--- config.mk ---
export PLATFORM = sky130hd
export DESIGN_NAME = stripe_scan_gen
export DESIGN_NICKNAME = d
export VERILOG_FILES = /design/src/rtl/stripe_scan_pkg.sv /design/src/rtl/scan_col_ctr.sv /design/src/rtl/scan_band_ctr.sv /design/src/rtl/stripe_scan_gen.sv
export SDC_FILE = /design/constraint.sdc
export NUM_CORES = 1
export LEC_CHECK = 0
export BUFFER_PORTS_ARGS = -buffer_cell sky130_fd_sc_hd__buf_2
export CAP_MARGIN = 0
export CORE_UTILIZATION = 30
export DETAILED_ROUTE_END_ITERATION = 7
export PLACE_DENSITY_LB_ADDON = 0.3
export SLEW_MARGIN = 10
export SYNTH_ARGS = -nofsm -noshare
export SYNTH_HDL_FRONTEND = slang
export SYNTH_SLANG_ARGS = --single-unit
--- constraint.sdc ---
create_clock -name clk -period 4.1 [get_ports clk]
set_input_delay 0.82 -clock clk [delete_from_list [all_inputs] [get_ports clk]]
set_output_delay 0.82 -clock clk [all_outputs]
set_load 0.02 [all_outputs]
--- src/rtl/stripe_scan_pkg.sv ---
package stripe_scan_pkg;

  localparam int STRIPE_ROWS = 4;

  function automatic int cols_for(logic wide, int wide_w, int narrow_w);
    return wide ? wide_w : narrow_w;
  endfunction

  function automatic int clamp_height(int h, int max_h);
    return (h > max_h) ? max_h : h;
  endfunction

  // bottom row of its band: full band edge or last row of the block
  function automatic logic is_band_bottom(int r, int height);
    return ((r % STRIPE_ROWS) == STRIPE_ROWS - 1) || (r + 1 == height);
  endfunction

  function automatic logic is_final_band(int base, int height);
    return (base + STRIPE_ROWS) >= height;
  endfunction

endpackage

--- src/rtl/scan_col_ctr.sv ---
module scan_col_ctr #(
  parameter int COL_BITS = 6
) (
  input  logic                clk,
  input  logic                rst_n,
  input  logic                clear,
  input  logic                step,
  input  logic [COL_BITS-1:0] last_col,
  output logic [COL_BITS-1:0] col,
  output logic                at_end
);

  logic [COL_BITS-1:0] col_q;

  assign at_end = (col_q == last_col);
  assign col    = col_q;

  always_ff @(posedge clk) begin
    if (!rst_n)
      col_q <= '0;
    else if (clear)
      col_q <= '0;
    else if (step)
      col_q <= at_end ? '0 : col_q + 1'b1;
  end

endmodule

--- src/rtl/scan_band_ctr.sv ---
module scan_band_ctr
  import stripe_scan_pkg::*;
#(
  parameter int ROW_BITS = 6,
  parameter int H_BITS   = 7
) (
  input  logic                clk,
  input  logic                rst_n,
  input  logic                clear,
  input  logic                step_lane,
  input  logic                wrap_lane,
  input  logic                next_band,
  input  logic [H_BITS-1:0]   height,
  output logic [ROW_BITS-1:0] row,
  output logic                band_bottom,
  output logic                final_band
);

  localparam int LANE_BITS = $clog2(STRIPE_ROWS);

  logic [H_BITS-1:0]    base_q;
  logic [LANE_BITS-1:0] lane_q;
  logic [H_BITS-1:0]    abs_row;

  assign abs_row     = base_q + H_BITS'(lane_q);
  assign row         = ROW_BITS'(abs_row);
  assign band_bottom = is_band_bottom(int'(abs_row), int'(height));
  assign final_band  = is_final_band(int'(base_q), int'(height));

  always_ff @(posedge clk) begin
    if (!rst_n) begin
      base_q <= '0;
      lane_q <= '0;
    end else if (clear) begin
      base_q <= '0;
      lane_q <= '0;
    end else if (next_band) begin
      base_q <= base_q + H_BITS'(STRIPE_ROWS);
      lane_q <= '0;
    end else if (wrap_lane) begin
      lane_q <= '0;
    end else if (step_lane) begin
      lane_q <= lane_q + 1'b1;
    end
  end

endmodule

--- src/rtl/stripe_scan_gen.sv ---
module stripe_scan_gen
  import stripe_scan_pkg::*;
#(
  parameter int WIDE_W   = 64,
  parameter int NARROW_W = 32,
  parameter int MAX_H    = 64,
  localparam int COL_BITS = $clog2(WIDE_W),
  localparam int ROW_BITS = $clog2(MAX_H),
  localparam int H_BITS   = $clog2(MAX_H + 1)
) (
  input  logic                clk,
  input  logic                rst_n,
  input  logic                start,
  input  logic                wide_sel,
  input  logic [H_BITS-1:0]   blk_height,
  input  logic                out_ready,
  output logic                out_valid,
  output logic [ROW_BITS-1:0] row,
  output logic [COL_BITS-1:0] col,
  output logic                below_mask,
  output logic                stripe_last,
  output logic                block_last
);

  logic              run_q;
  logic              wide_q;
  logic [H_BITS-1:0] height_q;

  // named internal events, used by the bound checker
  logic start_take;
  logic fire;
  logic band_bottom;
  logic col_end;
  logic final_band;
  logic adv_lane, adv_col, adv_band, scan_done;
  logic [COL_BITS-1:0] last_col;

  assign start_take = start && !run_q && (blk_height != '0);
  assign fire       = run_q && out_ready;
  assign adv_lane   = fire && !band_bottom;
  assign adv_col    = fire && band_bottom && !col_end;
  assign adv_band   = fire && band_bottom && col_end && !final_band;
  assign scan_done  = fire && band_bottom && col_end && final_band;
  assign last_col   = COL_BITS'(cols_for(wide_q, WIDE_W, NARROW_W) - 1);

  always_ff @(posedge clk) begin
    if (!rst_n) begin
      run_q    <= 1'b0;
      wide_q   <= 1'b0;
      height_q <= '0;
    end else if (start_take) begin
      run_q    <= 1'b1;
      wide_q   <= wide_sel;
      height_q <= H_BITS'(clamp_height(int'(blk_height), MAX_H));
    end else if (scan_done) begin
      run_q    <= 1'b0;
    end
  end

  scan_col_ctr #(.COL_BITS(COL_BITS)) u_col (
    .clk      (clk),
    .rst_n    (rst_n),
    .clear    (start_take),
    .step     (adv_col || adv_band),
    .last_col (last_col),
    .col      (col),
    .at_end   (col_end)
  );

  scan_band_ctr #(.ROW_BITS(ROW_BITS), .H_BITS(H_BITS)) u_band (
    .clk         (clk),
    .rst_n       (rst_n),
    .clear       (start_take),
    .step_lane   (adv_lane),
    .wrap_lane   (adv_col),
    .next_band   (adv_band),
    .height      (height_q),
    .row         (row),
    .band_bottom (band_bottom),
    .final_band  (final_band)
  );

  assign out_valid   = run_q;
  assign below_mask  = run_q && band_bottom;
  assign stripe_last = run_q && band_bottom && col_end;
  assign block_last  = stripe_last && final_band;

endmodule

# After elaboration in Yosys (flattened, before gate mapping)
# Index checks and enable logic that the tools add are counted.
# Widths: inputs -> output; s select.
[op_classes] mux=5 n_eq_ne=3 bitwise_logic=1 magnitude_cmp=2 n_addsub=7 reduce_logical=22
[op_table] op="$eq 32x8->1" n=1
[op_table] op="$ge 32x8->1" n=1
[op_table] op="$logic_and 1x1->1" n=12
[op_table] op="$mux 6" n=2
[op_table] op="$add 7x1->8 const B" n=1
[op_table] op="$add 7x3->8 const B" n=1
[op_table] op="$add 7x2->7" n=1
[op_table] op="$add 7x3->7 const B" n=1
[op_table] op="$gt 7x7->1 const B" n=1
[op_table] op="$mux 7" n=1
[op_table] op="$reduce_bool 7->1" n=1
[op_table] op="$add 6x1->6 const B" n=1
[op_table] op="$eq 6x6->1" n=1
[op_table] op="$sub 6x1->6 const B" n=1
[op_table] op="$logic_not 1->1" n=4
[op_table] op="$reduce_or 4->1" n=1
[op_table] op="$add 2x1->2 const B" n=1
[op_table] op="$eq 2x1->1 const B" n=1
[op_table] op="$logic_or 1x1->1" n=2
[op_table] op="$mux 1" n=2
[op_table] op="$reduce_bool 2->1" n=1
[op_table] op="$reduce_or 2->1" n=1
[op_table] op="$not 1->1" n=1
[word_totals] reg_bits=24 output_inout_bits=16 wordCells=46

# Longest topological paths before layout
[logic_depth] depth_word=9 depth_mapped=10

# Cells and area by module
# A second synthesis with hierarchy kept.
[unflattened] cells_unflattened=175 hier_area_um2=1472.7
[modules_own_cells] module="scan_band_ctr" area_each_um2=671.9 instances=1 cells_per_inst=80 seq_area_each_um2=140.1
[modules_own_cells] module="stripe_scan_gen" area_each_um2=474.2 instances=1 cells_per_inst=58 seq_area_each_um2=180.2
[modules_own_cells] module="scan_col_ctr" area_each_um2=326.6 instances=1 cells_per_inst=37 seq_area_each_um2=120.1

# Least setup slack after synthesis
# Ideal clock, no wire load.
[synth_path] kind="reg-to-output" start="register u_band.base_q[2]" end="output port block_last" required_ps=3280 n_path_buf=0 slack_ps=1043 arrival_ps=2237 path_stages_with_launch=10 cell_sequence="dfxtp_1 ha_1 nand3_1 xnor2_1 ha_1 nand3_1 a21oi_1 a311o_1 nor2b_1 and3_1"
[synth_between] elab_chain_cells=7
[synth_lines] element="from (decl)" line="scan_band_ctr.sv:21" text="logic [H_BITS-1:0] base_q;"
[synth_lines] element="from (signal assigned)" line="scan_band_ctr.sv:38" text="base_q <= base_q + H_BITS'(STRIPE_ROWS);"
[synth_lines] element="$add 7x2->7" line="scan_band_ctr.sv:25" text="assign abs_row = base_q + H_BITS'(lane_q);"
[synth_lines] element="$add 7x1->8" line="stripe_scan_pkg.sv:15" text="return ((r % STRIPE_ROWS) == STRIPE_ROWS - 1) || (r + 1 == height);"
[synth_lines] element="$eq 32x8->1" line="stripe_scan_pkg.sv:15"
[synth_lines] element="$logic_or 1x1->1" line="stripe_scan_pkg.sv:15"
[synth_lines] element="$logic_and 1x1->1 (2 in a row)" line="stripe_scan_gen.sv:85" text="assign stripe_last = run_q && band_bottom && col_end;"
[synth_lines] element="$logic_and 1x1->1 (*)" line="stripe_scan_gen.sv:86" text="assign block_last = stripe_last && final_band;"
[synth_lines] element="to (decl)" line="stripe_scan_gen.sv:22" text="output logic block_last"
# Every way passes the cells marked *; elsewhere a longest branch is shown, timed or not.

# Worst setup path after layout
# Ends and elaborated chain as after synthesis.

==> summary.md <==
| Metric | Value |
|---|---|
| Cell Int Power | 0.376 mW |
| Crit path time final | 3720 ps |
| Placer Congestion | 0.825 |
| Most frequent cells in the layout | 27 x buf_2, 22 x dfxtp_1, 12 x nand3_1, 11 x inv_1, 11 x a21oi_1 |
| Max Freq | 0.269 GHz |
| Root Buffer Master | clkbuf_8 |
| Logic pwr share | 0.136 |
| Clock sinks | 22 |
| Setup TNS | 0 ps |
| First-pass GRT wire length | 6370 um |
| Vias per cell | 5.10 |
| Setup-failing EPs final | 0 |
| Pwr Density | 280 mW/mm^2 |
| Synth unique cells | 40 |
| CTS Buf Count | 3 |
| Register area share after synthesis | 0.283 |
| CP arrival | 2900 ps |
| Syn Nets | 212 |
| Hold crit path type | register to register |
| Reg2Reg Setup Slack | 1080 ps |
| Die width | 74.1 um |
| Commonest non-fill, non-tap cell in the layout | buf_2 |
| Share of layout cells above drive strength 1 | 0.174 |
| Diode count | 0 |
| Vias in the first global route | 1327 |
| Register area | 440 um^2 |
| Clock transition at path regs | 80 ps |
| Final WL | 3760 um |
| Antenna violations before repair | 0 |
| CTS tree | built |
| Mapped Cells | 192 |
| Setup crit end kind | output port |
| CP Launch Type | register |
| Num rows | 25 |
| Remaining Overflow, GRT | 0 |
| Netlist Area Pre-Place | 0.00156 mm^2 |
| R2R Path Start | u_band.base_q[2] |
| Placeable Area | 0.00485 mm^2 |
| RSZ-0062 raised after global routing | no |
| DR pass1 iterations | 4 |
| Layout area overhead | 13.3% |
| Fin. max-slew vios | 0 |
| Die height | 74.1 um |
| Clock share of power | 0.411 |
| Leakage power | 0.682 nW |
| Hold Buf Count CTS | 0 |
| Multi-input logic area | 985 um^2 |
| Setup bufs post-CTS | 0 |
| EDFF count, synth | 0 |
| Slew @ Worst Pin | 968 ps |
| Synthesized area per cell | 8.11 um^2 |
| Post-cts sizing count | 0 |
| Deepest clock path buffer count | 2 |
| Final ANT Viol Nets | 0 |
| Max_slew headroom | 0.355 |
| CP Launch Point | u_band.base_q[2] |
| Fin nets | 228 |
| R2R Path End | u_band.base_q[5] |
| Sw frac | 0.238 |
| Routed length per placed instance | 13.7 um |
| DIE AREA | 0.00548 mm^2 |
| Later-pin clock latency in the skew report | 270 ps |
| Synth async-reset ratio | 0 |
| Crit path capture | block_last |
| IO buf count | 27 |
| R2r worst-path depth | 10 |
| Synth Warn # | 0 |
| Most used flip-flop cell after synthesis | dfxtp_1 |
| Via count | 1398 |
| Final Hold Vio Count | 0 |
| Period utilization | 0.908 |
| Pin count of the biggest net entering global routing | 18 |
| WS Path Type | register to output port |
| Sw Pwr | 0.118 mW |
| DRC viols | 0 |
| Reg power frac | 0.453 |
| Max Fanout on Critical Path | 8 |
| Status | finished clean |
| Initial Util | 0.321 |
| Design Power | 0.494 mW |
| Tot GR Track Use | 0.151 |
| IO Pins | 28 |
| Total of max-cap violations | 0 |
| Max VDD drop | 0.118 mV |
| HPWL after DPL | 2830 um |
| H-tree depth | 1 |
| Iter 0 DRT Violations | 57 |
| Fill count | 519 |
| Max Clock Skew | 5.51 ps |
| Post-synthesis register bit count | 22 |
| Worst EP required | 3280 ps |
==> layout make-up <==
| cell class | instances | area share |
|---|---|---|
| Clock buffer | 3 | 0.0234 |
| Inverter | 11 | 0.0234 |
| Tap cell | 67 | 0.0475 |
| Timing Repair Buffer | 28 | 0.0809 |
| Sequential cell | 22 | 0.250 |
| Clock inverter | 1 | 0.0170 |
| Multi-Input combinational cell | 142 | 0.558 |
==> worst min path at each step <==
stage                          start          endpoint  cells past startpoint
floorplan           u_band.lane_q[1]  u_band.lane_q[1]                      2
global placement        u_col.col[4]      u_col.col[4]                      2
detailed placement      u_col.col[4]      u_col.col[4]                      2
CTS                     u_col.col[4]      u_col.col[4]                      2
global route            u_col.col[4]      u_col.col[4]                      2
finish                  u_col.col[4]      u_col.col[4]                      2
==> power groups by stage <==
| stage | sequential (mW) | clock [mW] | combinational (mW) |
|---|---|---|---|
| finish | 0.224 | 0.203 | 0.0671 |
| global route | 0.225 | 0.219 | 0.0741 |
| CTS | 0.224 | 0.210 | 0.0671 |
| detailed placement | 0.229 | 0 | 0.0670 |
| global placement | 0.229 | 0 | 0.0663 |
| floorplan | 0.228 | 0 | 0.0492 |
==> critical path, stage by stage (launching register included) <==
cell	delay (ps)
dfxtp_1	470
ha_1	350
nand3_1	160
xnor2_1	160
ha_1	310
nand3_1	90
a21oi_1	130
a311o_1	170
nor2b_1	420
and3_1	220
buf_2	160
==> layer usage <==
metal,GRT usage,part of all wire,up-vias
met4,0.0534,0.013,0
li1,-,-,716
met2,0.244,0.48,23
met3,0.0190,0.024,5
met1,0.205,0.49,654
met5,0,0,-
==> per-stage QoR <==
stage	instances	setup slack, ps	hold slack [ps]	instance area, um^2	util
floorplan	192	1040	497	1560	-
global placement	270	800	475	1690	0.349
detailed placement	270	707	477	1690	0.349
CTS	274	399	490	1760	0.364
global route	274	141	525	1760	0.364
finish	274	377	485	1760	0.364
==> synthesized netlist by cell type (2+ instances only) <==
| cell type | count | share of area |
|---|---|---|
| a21oi_1 | 11 | 0.035 |
| a31oi_1 | 2 | 0.0080 |
| and2_1 | 3 | 0.012 |
| and3_1 | 5 | 0.020 |
| buf_2 | 4 | 0.013 |
| buf_4 | 6 | 0.029 |
| clkbuf_1 | 6 | 0.014 |
| dfxtp_1 | 22 | 0.28 |
| ha_1 | 8 | 0.064 |
| inv_1 | 11 | 0.027 |
| mux2i_1 | 5 | 0.032 |
| nand2_1 | 7 | 0.017 |
| nand2b_1 | 5 | 0.020 |
| nand3_1 | 12 | 0.039 |
| nand4_1 | 10 | 0.040 |
| nor2_1 | 8 | 0.019 |
| nor2b_1 | 8 | 0.032 |
| nor3_1 | 7 | 0.022 |
| nor3b_1 | 6 | 0.029 |
| nor4_1 | 3 | 0.012 |
| o211ai_1 | 3 | 0.014 |
| o21a_1 | 6 | 0.029 |
| o21ai_0 | 5 | 0.016 |
| o31ai_1 | 2 | 0.0096 |
| or3_1 | 2 | 0.0080 |
| xnor2_1 | 9 | 0.051 |
| xor2_1 | 3 | 0.017 |
==> cells by family after synthesis <==
family,after synthesis,synth area share
xor+xnor,12,0.0675
compound gates,36,0.162
simple gates,80,0.296
fa+ha+maj,8,0.0643
flops,22,0.283
buf+inv,28,0.0851
mux,6,0.0418
==> state kept, by name, indices dropped and copies added, names as in the netlist <==
name,flops
height_q,7
u_col.col,6
u_band.base_q,5
u_band.lane_q,2
out_valid,1
wide_q,1
Power figures use the tool's default switching activity.
